**src/rtl/refcal_pkg.sv**
```systemverilog
package refcal_pkg;
  typedef enum logic [1:0] {
    CAL_IDLE,
    CAL_SCAN,
    CAL_JUDGE
  } cal_state_t;

  typedef enum logic [1:0] {
    DIR_HOLD,
    DIR_UP,
    DIR_DOWN
  } step_dir_t;
endpackage

```
**src/rtl/refcal_addr_gen.sv**
```systemverilog
module refcal_addr_gen #(
  parameter int ROWS = 64,
  parameter int COLS = 128,
  localparam int RW = $clog2(ROWS),
  localparam int CW = $clog2(COLS)
) (
  input  logic          clk,
  input  logic          rst,
  input  logic          go,
  output logic          req,
  output logic [RW-1:0] row,
  output logic [CW-1:0] col
);
  localparam logic [RW-1:0] ROW_LAST = RW'(ROWS - 1);
  localparam logic [CW-1:0] COL_LAST = CW'(COLS - 1);

  always_ff @(posedge clk) begin
    if (rst) begin
      req <= 1'b0;
      row <= '0;
      col <= '0;
    end else if (go) begin
      req <= 1'b1;
      row <= '0;
      col <= '0;
    end else if (req) begin
      if (col == COL_LAST) begin
        col <= '0;
        if (row == ROW_LAST) begin
          req <= 1'b0;
        end else begin
          row <= row + 1'b1;
        end
      end else begin
        col <= col + 1'b1;
      end
    end
  end
endmodule

```
**src/rtl/refcal_tally.sv**
```systemverilog
module refcal_tally #(
  parameter int NBITS = 8192,
  localparam int CNT_W = $clog2(NBITS + 1)
) (
  input  logic             clk,
  input  logic             rst,
  input  logic             clr,
  input  logic             en,
  input  logic             valid,
  input  logic             bit_in,
  output logic [CNT_W-1:0] ones,
  output logic             fin
);
  localparam logic [CNT_W-1:0] LAST = CNT_W'(NBITS - 1);
  logic [CNT_W-1:0] got;

  always_ff @(posedge clk) begin
    if (rst || clr) begin
      got  <= '0;
      ones <= '0;
      fin  <= 1'b0;
    end else begin
      fin <= 1'b0;
      if (en && valid) begin
        got  <= got + 1'b1;
        ones <= ones + CNT_W'(bit_in);
        if (got == LAST) begin
          fin <= 1'b1;
        end
      end
    end
  end
endmodule

```
**src/rtl/refcal_judge.sv**
```systemverilog
module refcal_judge
  import refcal_pkg::*;
#(
  parameter int NBITS = 8192,
  localparam int CNT_W = $clog2(NBITS + 1)
) (
  input  logic [CNT_W-1:0] ones,
  input  logic [CNT_W-1:0] tol,
  output step_dir_t        dir
);
  localparam logic [CNT_W:0] FULL = (CNT_W + 1)'(NBITS);
  localparam logic [CNT_W:0] HALF = (CNT_W + 1)'(NBITS / 2);

  logic [CNT_W:0] tol_x, ones_x, lo, hi;

  always_comb begin
    tol_x  = {1'b0, tol};
    ones_x = {1'b0, ones};
    lo     = (tol_x >= HALF) ? '0 : HALF - tol_x;
    hi     = (tol_x >= FULL - HALF) ? FULL : HALF + tol_x;
    if (ones_x > hi) begin
      dir = DIR_UP;
    end else if (ones_x < lo) begin
      dir = DIR_DOWN;
    end else begin
      dir = DIR_HOLD;
    end
  end
endmodule

```
**src/rtl/refcal_ctrl.sv**
```systemverilog
module refcal_ctrl
  import refcal_pkg::*;
#(
  parameter int ROWS     = 64,
  parameter int COLS     = 128,
  parameter int CODE_W   = 8,
  parameter int ITER_MAX = 255
) (
  input  logic                             clk,
  input  logic                             rst,
  input  logic                             start,
  input  logic [CODE_W-1:0]                init_code,
  input  logic [$clog2(ROWS*COLS+1)-1:0]   tol,
  output logic                             rd_req,
  output logic [$clog2(ROWS)-1:0]          rd_row,
  output logic [$clog2(COLS)-1:0]          rd_col,
  input  logic                             rd_valid,
  input  logic                             rd_bit,
  output logic [CODE_W-1:0]                ref_code,
  output logic                             busy,
  output logic                             done,
  output logic                             locked,
  output logic                             err
);
  localparam int NBITS  = ROWS * COLS;
  localparam int CNT_W  = $clog2(NBITS + 1);
  localparam int ITER_W = $clog2(ITER_MAX + 1);
  localparam logic [ITER_W-1:0] ITER_LAST = ITER_W'(ITER_MAX - 1);

  cal_state_t       state;
  step_dir_t        dir;
  logic [CNT_W-1:0] tol_q;
  logic [CNT_W-1:0] ones;
  logic [ITER_W-1:0] iter;
  logic             go;
  logic             fin;
  logic             at_edge;

  refcal_addr_gen #(.ROWS(ROWS), .COLS(COLS)) u_addr (
    .clk (clk),
    .rst (rst),
    .go  (go),
    .req (rd_req),
    .row (rd_row),
    .col (rd_col)
  );

  refcal_tally #(.NBITS(NBITS)) u_tally (
    .clk    (clk),
    .rst    (rst),
    .clr    (go),
    .en     (state == CAL_SCAN),
    .valid  (rd_valid),
    .bit_in (rd_bit),
    .ones   (ones),
    .fin    (fin)
  );

  refcal_judge #(.NBITS(NBITS)) u_judge (
    .ones (ones),
    .tol  (tol_q),
    .dir  (dir)
  );

  always_comb begin
    at_edge = ((dir == DIR_UP) && (ref_code == '1)) ||
              ((dir == DIR_DOWN) && (ref_code == '0));
  end

  always_ff @(posedge clk) begin
    if (rst) begin
      state    <= CAL_IDLE;
      ref_code <= '0;
      tol_q    <= '0;
      iter     <= '0;
      busy     <= 1'b0;
      done     <= 1'b0;
      locked   <= 1'b0;
      err      <= 1'b0;
      go       <= 1'b0;
    end else begin
      done <= 1'b0;
      go   <= 1'b0;
      unique case (state)
        CAL_IDLE: begin
          if (start) begin
            ref_code <= init_code;
            tol_q    <= tol;
            iter     <= '0;
            locked   <= 1'b0;
            err      <= 1'b0;
            busy     <= 1'b1;
            go       <= 1'b1;
            state    <= CAL_SCAN;
          end
        end
        CAL_SCAN: begin
          if (fin) begin
            state <= CAL_JUDGE;
          end
        end
        CAL_JUDGE: begin
          if (dir == DIR_HOLD) begin
            locked <= 1'b1;
            done   <= 1'b1;
            busy   <= 1'b0;
            state  <= CAL_IDLE;
          end else if (at_edge || (iter == ITER_LAST)) begin
            err   <= 1'b1;
            done  <= 1'b1;
            busy  <= 1'b0;
            state <= CAL_IDLE;
          end else begin
            ref_code <= (dir == DIR_UP) ? ref_code + 1'b1 : ref_code - 1'b1;
            iter     <= iter + 1'b1;
            go       <= 1'b1;
            state    <= CAL_SCAN;
          end
        end
        default: state <= CAL_IDLE;
      endcase
    end
  end
endmodule

```
**config.mk**
```make
export PLATFORM = sky130hd
export DESIGN_NAME = refcal_ctrl
export DESIGN_NICKNAME = d
export VERILOG_FILES = /design/src/rtl/refcal_pkg.sv /design/src/rtl/refcal_addr_gen.sv /design/src/rtl/refcal_tally.sv /design/src/rtl/refcal_judge.sv /design/src/rtl/refcal_ctrl.sv
export SDC_FILE = /design/constraint.sdc
export NUM_CORES = 1
export LEC_CHECK = 0
export BUFFER_PORTS_ARGS = -buffer_cell sky130_fd_sc_hd__buf_2
export CORE_ASPECT_RATIO = 0.7
export CORE_MARGIN = 4
export CORE_UTILIZATION = 61
export CTS_BUF_LIST = sky130_fd_sc_hd__clkbuf_4
export CTS_CLUSTER_SIZE = 16
export DETAILED_ROUTE_END_ITERATION = 10
export PLACE_DENSITY_LB_ADDON = 0.08
export REMOVE_ABC_BUFFERS = 1
export SLEW_MARGIN = 20
export SYNTH_ARGS = -nofsm -noshare
export SYNTH_HDL_FRONTEND = slang
export SYNTH_SLANG_ARGS = --single-unit
```
**constraint.sdc**
```tcl
create_clock -name clk -period 7.62 [get_ports clk]
set_clock_uncertainty 0.1 [all_clocks]
set_input_delay 1.524 -clock clk [delete_from_list [all_inputs] [get_ports clk]]
set_output_delay 1.524 -clock clk [all_outputs]
set_load 0.02 [all_outputs]
```
# ---- Yosys cells after proc, flatten, opt, wreduce, memory -nomap -nowiden
# Index checks and enable logic that the tools add are counted.
dict set report word_totals {
  regBits 80
  output_inout_bits 26
  input_bits 27
}
dict set report classes {
  n_bitwise 3
  reduce_logical 20
  addsub 9
  mux 40
  eq_ne 16
  magnitude_cmp 3
}
# cell n
set ops {}
lappend ops {{two-way mux 8 bit} 7}
lappend ops {{case mux 8 bit (2 select lines)} 2}
lappend ops {{two-way mux 15 bit} 2}
lappend ops {{two-way mux 1 bit} 19}
lappend ops {{adder 8 x 1 -> 8 bit, second input constant} 2}
lappend ops {{== test 8 bit, second input constant} 2}
lappend ops {{adder 13 x 14 -> 15 bit, first input constant} 1}
lappend ops {{> comparator 14 x 15 -> 1 bit} 1}
lappend ops {{less-than comparator 14 x 15 -> 1 bit} 1}
lappend ops {{subtractor 13 x 14 -> 15 bit, first input constant} 1}
lappend ops {{adder 14 x 1 -> 14 bit} 1}
lappend ops {{adder 14 x 1 -> 14 bit, second input constant} 1}
lappend ops {{== test 14 x 13 -> 1 bit, second input constant} 1}
lappend ops {{greater-or-equal comparator 14 x 13 -> 1 bit, second input constant} 1}
lappend ops {{!= test 2 bit, second input constant} 6}
lappend ops {{AND reduction 3 bit} 3}
lappend ops {{zero test 8 bit} 1}
lappend ops {{two-way mux 2 bit} 4}
lappend ops {{case mux 1 bit (2 select lines)} 4}
lappend ops {{AND reduction 4 bit} 2}
lappend ops {{subtractor 8 x 1 -> 8 bit, second input constant} 1}
lappend ops {{adder 7 x 1 -> 7 bit, second input constant} 1}
lappend ops {{== test 7 bit, second input constant} 1}
lappend ops {{two-way mux 7 bit} 1}
lappend ops {{other kinds (13)} 25}

# ---- Logic depth before layout (Yosys ltp)
# Gate-level depths: netlist of run 1.
dict set report depth {
  ltp_word 12
  depth_mapped 22
  depth_no_buf 20
}

# ---- Cells and area by module
# Synthesis of run 1 repeated with hierarchy kept, for this count alone.
dict set report unflattened {
  cells_unflattened 613
  hier_area_um2 5081.1
}
# mod n_inst cells_per_inst seq_area_each_um2 area_per_inst_um2
set modules_own_cells {}
lappend modules_own_cells {refcal_ctrl 1 228 740.7 1933.1}
lappend modules_own_cells {refcal_tally 1 163 580.6 1406.3}
lappend modules_own_cells {refcal_judge 1 141 0.0 1038.5}
lappend modules_own_cells {refcal_addr_gen 1 81 280.3 703.2}

# ---- Least setup slack after synthesis of run 1
# No wires, ideal clock.
dict set report synth_timing {
  path_kind {register to register}
  startpoint {register tol_q[4]}
  endpoint {register ref_code[6]}
  required_time_ps 7395
  period_less_slack_ps 4205
  setup_ps 125
  setup_slack_ps 3415
  path_buffers 3
  arrival_time_ps 3980
  stages_incl_launch_ff 21
  cell_sequence {dfxtp_1 > buf_6 > nor4_4 > nand4_1 > a2bb2oi_4 > clkbuf_1 > nand2_1 > ha_1 > a21o_1 > a221o_1 > a31oi_1 > a221oi_4 > buf_6 > xnor2_1 > ha_1 > and3_1 > a31oi_1 > mux2i_1 > a21o_1 > a21oi_1 > nor4_2}
}
dict set report synth_via {
  elab_chain_cells 11
  elab_cells_between_ends 23
  classes_between {2 x add/sub; 3 x order compare; 4 x eq/ne; 8 x mux; 6 x reduce/logical}
}
# item line
set synth_lines {}
lappend synth_lines {{start, declared} refcal_ctrl.sv:32} ;# logic [CNT_W-1:0] tol_q;
lappend synth_lines {{start signal, assigned} refcal_ctrl.sv:88} ;# tol_q <= tol;
lappend synth_lines {{subtractor 13 x 14 -> 15 bit / greater-or-equal comparator 14 x 13 -> 1 bit (equally long branches)} {refcal_judge.sv:19, refcal_judge.sv:20}}
lappend synth_lines {{two-way mux 15 bit} refcal_judge.sv:19} ;# lo = (tol_x >= HALF) ? '0 : HALF - tol_x;
lappend synth_lines {{less-than comparator 14 x 15 -> 1 bit} refcal_judge.sv:23} ;# end else if (ones_x < lo) begin
lappend synth_lines {{two-way mux 2 bit} refcal_judge.sv:23}
lappend synth_lines {{two-way mux 2 bit (*)} refcal_judge.sv:21} ;# if (ones_x > hi) begin
lappend synth_lines {{== test 2 x 1 -> 1 bit / == test 2 bit (equally long branches)} {refcal_ctrl.sv:66, refcal_ctrl.sv:114, refcal_ctrl.sv:67}}
lappend synth_lines {{logical AND 1 bit, on equally long branches} {refcal_ctrl.sv:66, refcal_ctrl.sv:67}}
lappend synth_lines {{logical OR 1 bit} refcal_ctrl.sv:66} ;# at_edge = ((dir == DIR_UP) && (ref_code == '1)) ||
lappend synth_lines {{logical OR 1 bit} refcal_ctrl.sv:108} ;# end else if (at_edge || (iter == ITER_LAST)) begin
lappend synth_lines {{!= test 2 bit (no source line)} --}
lappend synth_lines {{AND reduction 4 bit (no source line)} --}
lappend synth_lines {{end signal, assigned} refcal_ctrl.sv:87} ;# ref_code <= init_code;
lappend synth_lines {{end signal, assigned} refcal_ctrl.sv:114} ;# ref_code <= (dir == DIR_UP) ? ref_code + 1'b1 : ref_code - 1'b1;
lappend synth_lines {{end, declared} refcal_ctrl.sv:19} ;# output logic [CODE_W-1:0] ref_code,
# Every way passes the cells marked *; elsewhere a longest branch is shown, timed or not. The select of a mux whose other input is x is not followed.
# A chain may end at the register's enable or synchronous reset.

# ---- Worst setup path in the final report of run 1
dict set report layout_timing {
  startpoint {register tol_q[12]}
  endpoint {register ref_code[6]}
}
# The elaborated chain is that of the path after synthesis.

==> impl_metrics.ini, run 1 <==
[status]
outcome = finished clean

[cells_and_area]
post-route-cell-area_mm2 = 0.00514
syn_to_final_growth_pct = 8.13
instances_no_fill = 722
layout-drive-gt1-share_pct = 13.9
fin_util_pct = 69.0
insertedDiodeCount = 0
nets = 687

[placed_design]
gp_congestion = 0.925
dp.cells = 706
placed_cell_area_mm2 = 0.00503
pre_cts_ws_ns = 3.11
port_buffers = 52
dp_hpwl_mm = 7.87

[synth]
synth_top_flop_cell = dfxtp_1
synth_cell_types = 66
synthDominantCellAreaShare_pct = 33.7
netlist_area_mm2 = 0.00476
yosys.area.top_type = dfxtp_1
ys_ff_latch = 80
avgSynthCellArea_um2 = 8.19
yosys_warnings = 0
async_flop_share_pct = 0
synth.area.top_cells = dfxtp_1 (34%), ha_1 (11%), nand2_1 (7.7%), a21oi_1 (5.4%), xor2_1 (4.8%)
synthCells = 581
synth-edff-count = 0
synth_seq_area_share_pct = 33.7

[timing]
hold_violations = 0
tns_ns = 0
max_freq_mhz = 218
fin_crit_sh_pct = 60.3
worst_slew_pin_slew_ns = 0.961
setup_viol = 0
slew_viol_final = 0
setup_slack_ns = 3.03
layout_min_cycle_time_ns = 4.59
rsz0062_at_grt = no
relSlewSlack_pct = 35.8

[drt]
routed_wl_mm = 10.5
drtPass1Iterations = 5
vias = 4172
drc = 0
drt-vias-per-instance = 5.78
drtAntennaViolNets = 0
wl_per_cell_um = 14.6
drt-initial-drc-count = 219

[floorplanning]
die_x_um = 114
io_pins = 53
design.core.area_mm2 = 0.00745
die_height_um = 81.9
row_count = 26
die_area_mm2 = 0.00930
start_util_pct = 63.8

[clocking]
clkSinkCount = 80
cts_hold_buf = 0
post_cts_buffers = 0
path_clk_slew_ns = 0.14
cts_tree = built
numCtsBuffers = 9
clock-root-buffer = clkbuf_4
clockBufferDepth = 2
htreeDepth = 3
ctsResizeCount = 0
clk_latency_ns = 0.45

[critical_path]
critical_path.top_delay_family = compound AO/OA/AOI/OAI gates
path_cells = nor4b_1 > nand4_1 > a2bb2oi_4 > nor2b_1 > ha_1 > and3_1 > a221o_1 > a31oi_1 > a221oi_4 > xnor2_1 > ha_1 > nor2_1 > nand2_1 > o21ai_0 > nand2b_1 > mux2i_1 > a21o_1 > a21oi_1 > nor4_2
slowest_stage = dfxtp_1
worstSetupEndpointType = register
crit_arrival_ns = 4.86
path_common_cell = ha_1
cp_max_fo = 19
critical_path_required_ns = 7.89
worstPathBufferInverterCount = 0
critPathKind = reg2reg
crit_path_start_kind = register
critPathMaxStageDelay_ns = 0.48

[global_route]
grt_overflow = 0
track_usage_pct = 23.4
grt_pass1_wl_mm = 17.7
grt_max_degree = 41
grt_pass1_vias = 3944
antenna_found_initial = 0

[pwr]
ir_worst_vdd_mv = 0.0984
p_per_area_mw_per_mm2 = 165
power_leakage_nw = 2.13

[run]
drv_cap = 0

[min_path]
hold_path.class = reg2reg
[stage by stage]
step,power [mW],hold WS (ns)
6_report,0.851,0.346
5_1_grt,0.903,0.379
4_1_cts,0.855,0.349
3_5_place_dp,0.639,0.332
3_3_place_gp,0.633,0.328
2_1_floorplan,0.589,0.308
[cells in the final DEF, fill, tap and decap left out, drive strengths merged, types with 7 or more instances in the layout]
master   n
a21oi   51
and3    15
buf     52
clkbuf   9
dfxtp   80
ha      41
inv     13
mux2i    7
nand2   98
nand2b   7
nand3   24
nand4   11
nor2    60
nor3     9
o21ai   18
or3      8
xnor2   16
xor2    26
[worst register-to-register path, stage by stage (launching register included)]
cell	delay (ns)
dfxtp_1	0.48
nor4b_1	0.34
nand4_1	0.24
a2bb2oi_4	0.46
nor2b_1	0.21
ha_1	0.26
and3_1	0.21
a221o_1	0.29
a31oi_1	0.28
a221oi_4	0.21
xnor2_1	0.19
ha_1	0.26
nor2_1	0.15
nand2_1	0.09
o21ai_0	0.16
nand2b_1	0.07
mux2i_1	0.21
a21o_1	0.11
a21oi_1	0.07
nor4_2	0.15
[metal layers]
metal | vias up | share of wire (%) | GRT usage (%) | wire [um]
li1 | 2119 | - | - | -
met1 | 1933 | 47 | 29.3 | 4900
met2 | 102 | 46 | 39.1 | 4840
met3 | 18 | 5.9 | 6.85 | 624
met4 | 0 | 1.5 | 7.80 | 159
met5 | - | 0 | 0 | 0
[Yosys cell counts (4+ instances only)]
cell type / n
ha_1: 41
nor3_1: 8
a21oi_1: 51
nor2_1: 59
or3_1: 7
mux2i_1: 7
nand4_1: 11
dfxtp_1: 80
nand2b_1: 7
xor2_1: 26
and4_1: 4
and2_1: 4
inv_1: 10
nand2_1: 98
nand3_1: 24
o21ai_0: 16
xnor2_1: 16
and3_1: 15
nor2b_1: 6
o31ai_1: 5
clkbuf_1: 22
[registers in the layout (all words and copies together), names as in the netlist]
signal / cells
u_addr.req: 1
u_addr.col: 7
tol_q: 14
u_addr.row: 6
u_tally.got: 14
state: 2
u_tally.ones: 14
locked: 1
done: 1
err: 1
busy: 1
u_tally.fin: 1
ref_code: 8
go: 1
iter: 8
[path summary, 6_finish.rpt]
kind,cells past startpoint,end,start,slack (ns)
min reg2reg,1,u_tally.fin$_SDFF_PP0_,u_tally.got[13]$_SDFFE_PP0P_,0.35
min,1,u_tally.fin$_SDFF_PP0_,u_tally.got[13]$_SDFFE_PP0P_,0.35
max reg2reg,19,ref_code[6]$_SDFFE_PP0P_,tol_q[12]$_SDFFE_PP0P_,3.03
max,19,ref_code[6]$_SDFFE_PP0P_,tol_q[12]$_SDFFE_PP0P_,3.03
[area by class of cell]
class | instances | area (um^2)
Multi-Input combinational cell | 465 | 3000
Fill cell | 641 | 2310
Sequential cell | 80 | 1600
Timing Repair Buffer | 52 | 260
Tap cell | 98 | 123
Clock buffer | 9 | 67.6
Clock inverter | 7 | 46.3
Inverter | 11 | 43.8
[power by group]
group,internal [mW],total [mW],switching (mW),leakage [nW]
combinational,0.0752,0.183,0.108,1.42
clock,0.0668,0.219,0.153,0.0602
sequential,0.429,0.448,0.0189,0.649
total,0.571,0.851,0.280,2.13
[cells by family (layout without fill, tap and decap cells)]
group,Yosys count,in the layout,share of synthesized area [%]
multiplexers,9,9,1.95
XOR/XNOR,42,42,7.73
buffers and inverters,36,79,3.24
AO/OA/AOI/OAI,104,104,14.3
AND/OR/NAND/NOR,269,269,28.3
adder cells (fa/ha/maj),41,41,10.8
flip-flops,80,80,33.7
(Power assumes the default switching activity.)
==> inputs of run 2 (changes only) <==
--- a/config.mk
+++ b/config.mk
@@ -5,10 +5,11 @@
 export SDC_FILE = /design/constraint.sdc
 export NUM_CORES = 1
 export LEC_CHECK = 0
+export ABC_AREA = 1
 export BUFFER_PORTS_ARGS = -buffer_cell sky130_fd_sc_hd__buf_2
 export CORE_ASPECT_RATIO = 0.7
 export CORE_MARGIN = 4
-export CORE_UTILIZATION = 61
+export CORE_UTILIZATION = 55
 export CTS_BUF_LIST = sky130_fd_sc_hd__clkbuf_4
 export CTS_CLUSTER_SIZE = 16
 export DETAILED_ROUTE_END_ITERATION = 10
==> constraint.sdc (replaced) <==
create_clock -name clk -period 4.1 [get_ports clk]
set_clock_uncertainty 0.1 [all_clocks]
set_input_delay 0.82 -clock clk [delete_from_list [all_inputs] [get_ports clk]]
set_output_delay 0.82 -clock clk [all_outputs]
set_load 0.02 [all_outputs]
==> run 2 against run 1 <==
  * First-iteration DRC count grew 64%
  * Combinational power grew 130%
  * Critical path type unchanged
  * Total power increased by 100%
  * Flip-flop and latch count unchanged
  * Maximum frequency grew 23%
==> impl_metrics.ini, run 2 <==
[clocking]
clock-root-buffer = clkbuf_4
clkSinkCount = 80
clk_latency_ns = 0.44
cts_hold_buf = 0
path_clk_slew_ns = 0.13
htreeDepth = 3
numCtsBuffers = 9
clockBufferDepth = 2
cts_tree = built

[drt]
drtPass1Iterations = 6
drc = 0
drt-initial-drc-count = 359
routed_wl_mm = 12.3
vias = 4809
wl_per_cell_um = 13.5
drtAntennaViolNets = 0
drt-vias-per-instance = 5.30

[synth]
synth.area.top_cells = dfxtp_1 (32%), nand2_1 (11%), ha_1 (10%), inv_1 (6.6%), nor2_1 (6.4%)
ys_ff_latch = 80
synth_cell_types = 42
synthCells = 727
async_flop_share_pct = 0
synth_seq_area_share_pct = 31.9
synthDominantCellAreaShare_pct = 31.9
yosys.area.top_type = dfxtp_1
avgSynthCellArea_um2 = 6.91
yosys_warnings = 0
synth-edff-count = 0
ys_top_cells_by_count = nand2_1 (153), inv_1 (89), nor2_1 (86), dfxtp_1 (80), a21oi_1 (59)
netlist_area_mm2 = 0.00502
synth_top_flop_cell = dfxtp_1
post-synth-top-count-cell = nand2_1

[critical_path]
crit_arrival_ns = 3.98
critPathMaxStageDelay_ns = 0.34
reg2reg_slack_ns = 0.36
critical_path_required_ns = 4.33
crit_path_start_kind = register
critPathKind = reg2reg
slowest_stage = dfxtp_1
worstSetupEndpointType = register
r2r_cells = 28
cp_max_fo = 24
crit_start = tol_q[1]$_SDFFE_PP0P_
worstReg2RegEnd = ref_code[6]$_SDFFE_PP0P_
worstReg2RegStart = tol_q[1]$_SDFFE_PP0P_
path_common_cell = nand2_1

[floorplanning]
row_count = 28
die_height_um = 88.0
die_area_mm2 = 0.0108
io_pins = 53
start_util_pct = 57.8
die_x_um = 122
design.core.area_mm2 = 0.00869

[timing]
whs_ns = 0.366
fin_crit_sh_pct = 91.3
worst_slew_pin_slew_ns = 0.750
setup_viol = 0
relSlewSlack_pct = 50.0
layout_min_cycle_time_ns = 3.74
hold_violations = 0
max_freq_mhz = 267
slew_viol_final = 0

[placed_design]
dp_hpwl_mm = 9.40
dp.cells = 885
gp_congestion = 0.927
port_buffers = 52

[global_route]
track_usage_pct = 24.2
antenna_found_initial = 0
grt_max_degree = 25
grt_overflow = 0
grt_pass1_vias = 4488
grt_pass1_wl_mm = 21.0

[min_path]
hold_path.class = reg2reg
min_from = u_tally.got[13]$_SDFFE_PP0P_
hold-path-cell-count = 1
hold_end = u_tally.fin$_SDFF_PP0_

[cells_and_area]
fin_util_pct = 64.4
fillers = 839
syn_to_final_growth_pct = 11.4
instances_no_fill = 908
insertedDiodeCount = 0
layout-drive-gt1-share_pct = 16.6
largestRegisters = tol_q: 14 flops, u_tally.got: 14 flops, u_tally.ones: 14 flops
nets = 851
mostFrequentLayoutCells = nand2_1 (152), inv_1 (88), nor2_1 (85), dfxtp_1 (80), a21oi_1 (58)
final_common_cell = nand2_1

[pwr]
clkPwrFrac_pct = 27.8
p_seq_share_pct = 48.1
p_per_area_mw_per_mm2 = 310
p_int_mw = 1.15
pwr-share-comb_pct = 24.1
swShare_pct = 33.6
p_switching_mw = 0.582
ir_worst_vdd_mv = 0.179
power_leakage_nw = 2.54

[run]
drv_cap = 0

[status]
outcome = finished clean
[run 2: changes by cell type after synthesis, sizes merged, moves of 13 or more]
| cell | before | now |
|---|---|---|
| a21oi | 51 | 64 |
| and3 | 15 | 2 |
| inv | 11 | 99 |
| nand2 | 98 | 166 |
| nand3 | 24 | 55 |
| nor2 | 60 | 93 |
| o21ai | 18 | 44 |
| xor2 | 26 | 11 |
[run 2: worst max-delay path by stage]
| stage | end | slack (ns) |
|---|---|---|
| 5_1_grt | ref_code[6]$_SDFFE_PP0P_ | -0.05 |
| 3_3_place_gp | ref_code[4]$_SDFFE_PP0P_ | 0.25 |
| 2_1_floorplan | ref_code[4]$_SDFFE_PP0P_ | 0.76 |
| 4_1_cts | ref_code[4]$_SDFFE_PP0P_ | 0.05 |
| 6_report | ref_code[6]$_SDFFE_PP0P_ | 0.36 |
| 3_5_place_dp | ref_code[4]$_SDFFE_PP0P_ | 0.07 |
[run 2: through the flow]
step                instance area [um^2]  setup TNS [ns]  power (mW)  setup slack [ns]
detailed placement                  5360               0        1.24            0.0734
global placement                    5360               0        1.23             0.251
CTS                                 5500               0        1.72            0.0464
finish                              5600               0        1.73             0.355
floorplan                           4920               0        1.13             0.755
global route                        5600         -0.0474        1.84           -0.0474
[run 2: cells by family after synthesis]
family          Yosys count  share of synthesized area (%)
xor+xnor                 16                           2.79
compound gates          121                           13.5
buf+inv                 117                           9.44
simple gates            352                           32.2
fa+ha+maj                41                           10.2
flops                    80                           31.9
[run 2: repair_timing]
item                                    CTS  global route
buffers inserted                          0             7
endpoints found under the setup margin    0            18
endpoints found under the hold margin     0             0
gates resized for setup                   0            13
[run 2: per-layer routing]
layer | GRT usage (%) | routed length [um]
met1 | 35.3 | 6240
met2 | 36.5 | 5110
met3 | 5.23 | 807
met4 | 6.00 | 96
met5 | 0 | 0
[run 2: layout make-up]
type | instances | area, um^2 | share of cell area, %
tap | 120 | 150 | 2.68
sequential | 80 | 1600 | 28.6
multi-input combinational | 530 | 2980 | 53.2
inverter | 99 | 384 | 6.86
clock buffer | 11 | 82.6 | 1.48
clock inverter | 5 | 56.3 | 1.01
timing repair buffer | 63 | 343 | 6.13
[run 2: worst max-delay path, delay by kind of cell (launching register included)]
kind | cells | cell delay (ns)
AO/OA/AOI/OAI | 2 | 0.12
adder cells (fa/ha/maj) | 3 | 0.74
AND/OR/NAND/NOR | 16 | 1.56
flip-flops | 1 | 0.34
buffers and inverters | 7 | 0.77
[run 2: power groups by stage]
stage / clock network (mW) / registers (mW) / logic, mW
floorplan: 0 / 0.853 / 0.279
global placement: 0 / 0.849 / 0.379
detailed placement: 0 / 0.850 / 0.391
CTS: 0.498 / 0.832 / 0.394
global route: 0.527 / 0.837 / 0.480
finish: 0.481 / 0.834 / 0.417
==> inputs of run 3 (changes only) <==
--- a/config.mk
+++ b/config.mk
@@ -7,7 +7,7 @@
 export LEC_CHECK = 0
 export ABC_AREA = 1
 export BUFFER_PORTS_ARGS = -buffer_cell sky130_fd_sc_hd__buf_2
-export CORE_ASPECT_RATIO = 0.7
+export CORE_ASPECT_RATIO = 0.75
 export CORE_MARGIN = 4
 export CORE_UTILIZATION = 55
 export CTS_BUF_LIST = sky130_fd_sc_hd__clkbuf_4
==> run 3 against run 2 <==
  * Design area decreased by 1.7%
  * Combinational power fell by 3%
  * Clock power shrank 14%
  * Sequential share of layout area up 0.49 points
  * First-iteration DRC count decreased by 30%
  * Total power fell by 4.5%
  * Worst setup slack got worse by 0.047 ns
  * Global-route usage fell by 1.6 points
==> impl_metrics.ini, run 3 (synthesis results as in run 2) <==
[critical_path]
worstSetupEndpointType = register
crit_cells = 25
worstReg2RegEnd = ref_code[7]$_SDFFE_PP0P_
crit_path_start_kind = register
reg2reg_slack_ns = 0.31
critPathKind = reg2reg
cp_max_fo = 24
slowest_stage = dfxtp_1
crit_start = tol_q[0]$_SDFFE_PP0P_
worstReg2RegStart = tol_q[0]$_SDFFE_PP0P_
r2r_cells = 25
worstPathBufferInverterCount = 7
critical_path.top_delay_family = simple AND/OR/NAND/NOR gates
critPathMaxStageDelay_ns = 0.33
crit_end = ref_code[7]$_SDFFE_PP0P_
critical_path_required_ns = 4.35
path_common_cell = inv_1
crit_arrival_ns = 4.05

[global_route]
grt_overflow = 0
grt_pass1_wl_mm = 20.3
grt_max_degree = 26
grt_pass1_vias = 4384
track_usage_pct = 22.6
antenna_found_initial = 0

[timing]
setup_viol = 0
setup_slack_ns = 0.308
tns_ns = 0
max_freq_mhz = 264
slew_viol_final = 0
relSlewSlack_pct = 43.5
worst_slew_pin_slew_ns = 0.845
hold_violations = 0
layout_min_cycle_time_ns = 3.79
fin_crit_sh_pct = 92.5

[pwr]
swShare_pct = 35.1
finalPower_mw = 1.65
pwr-share-comb_pct = 24.5
ir_worst_vdd_mv = 0.211
p_seq_share_pct = 50.4
power_leakage_nw = 2.50
p_per_area_mw_per_mm2 = 301
p_int_mw = 1.07
p_switching_mw = 0.581
clkPwrFrac_pct = 25.1

[cells_and_area]
layout-drive-gt1-share_pct = 15.9
fin_util_pct = 63.5
post-route-cell-area_mm2 = 0.00550
mostFrequentLayoutCells = nand2_1 (152), inv_1 (89), nor2_1 (86), dfxtp_1 (80), a21oi_1 (59)
insertedDiodeCount = 0
largestRegisters = tol_q: 14 flops, u_tally.got: 14 flops, u_tally.ones: 14 flops
nets = 849
final_common_cell = nand2_1
syn_to_final_growth_pct = 9.51

[drt]
drtPass1Iterations = 5
drt-vias-per-instance = 5.30
wl_per_cell_um = 13.5
vias = 4736
drtAntennaViolNets = 0
drt-initial-drc-count = 253
drc = 0
routed_wl_mm = 12.0

[clocking]
cts_tree = built
htreeDepth = 3
clock-root-buffer = clkbuf_4
clockBufferDepth = 2
path_clk_slew_ns = 0.14
numCtsBuffers = 9
clk_latency_ns = 0.44
cts_hold_buf = 0
clkSinkCount = 80

[floorplanning]
io_pins = 53
die_x_um = 118
die_area_mm2 = 0.0107
start_util_pct = 57.9
design.core.area_mm2 = 0.00867
die_height_um = 90.8
row_count = 29

[placed_design]
placed_cell_area_mm2 = 0.00533
port_buffers = 52
gp_congestion = 0.901
dp_hpwl_mm = 9.15
pre_cts_ws_ns = 0.213

[status]
outcome = finished clean

[run]
drv_cap = 0

[min_path]
hold_path.class = reg2reg
==> run 3: per-stage QoR <==
| step | instances | hold slack (ns) |
|---|---|---|
| 5_1_grt | 894 | 0.377 |
| 2_1_floorplan | 709 | 0.298 |
| 6_report | 894 | 0.345 |
| 3_3_place_gp | 871 | 0.329 |
| 4_1_cts | 887 | 0.354 |
| 3_5_place_dp | 871 | 0.334 |
==> run 3: timing repair <==
action,in CTS,in global routing
resized for setup,0,3
setup buffers,0,6
endpoints found under the setup margin,0,13
==> run 3: worst min-delay path by stage <==
| stage | startpoint | endpoint | slack, ns | cells after the start |
|---|---|---|---|---|
| 6_report | u_tally.fin$_SDFF_PP0_ | state[1]$_SDFFE_PP0P_ | 0.34 | 2 |
| 5_1_grt | u_tally.got[13]$_SDFFE_PP0P_ | u_tally.fin$_SDFF_PP0_ | 0.38 | 1 |
| 4_1_cts | u_tally.got[13]$_SDFFE_PP0P_ | u_tally.fin$_SDFF_PP0_ | 0.35 | 1 |
| 3_5_place_dp | u_tally.got[13]$_SDFFE_PP0P_ | u_tally.fin$_SDFF_PP0_ | 0.33 | 1 |
| 3_3_place_gp | u_tally.got[13]$_SDFFE_PP0P_ | u_tally.fin$_SDFF_PP0_ | 0.33 | 1 |
| 2_1_floorplan | u_tally.got[13]$_SDFFE_PP0P_ | u_tally.fin$_SDFF_PP0_ | 0.30 | 1 |
==> run 3: cell type report <==
class,count,area (um^2)
fill,799,3170
multi-input combinational,531,2960
sequential,80,1600
inverter,99,374
timing repair buffer,60,320
tap,108,135
clock buffer,10,75.1
clock inverter,6,35.0
==> run 3: power by group through the flow <==
stage	registers, mW	logic, mW	clock network (mW)
floorplan	0.853	0.279	0
global placement	0.849	0.378	0
detailed placement	0.850	0.390	0
CTS	0.833	0.392	0.427
global route	0.838	0.465	0.460
finish	0.834	0.405	0.415
==> run 3: layer usage <==
metal	share of wire, %	vias up	global-route usage [%]	routed length [um]
li1	-	2483	-	-
met1	50	2122	32.2	6030
met2	43	118	34.5	5180
met3	5.9	13	5.76	715
met4	0.82	0	5.01	99
met5	0	-	0	0
==> run 3: worst register-to-register path: stages, from the launching register on <==
cell	delay [ns]
dfxtp_1	0.33
inv_1	0.07
ha_1	0.22
inv_1	0.07
nor2_2	0.05
nand2_2	0.11
nor2_4	0.06
nand2_2	0.11
nand2_4	0.10
inv_4	0.20
nand2_1	0.09
ha_1	0.30
nand3_1	0.07
inv_1	0.08
nand2_1	0.06
nor2_1	0.12
nand4_1	0.23
buf_4	0.23
nand3_2	0.17
nand3_2	0.12
inv_2	0.09
o21ai_4	0.07
nand2_4	0.28
inv_2	0.17
o21ai_1	0.19
a21oi_2	0.04
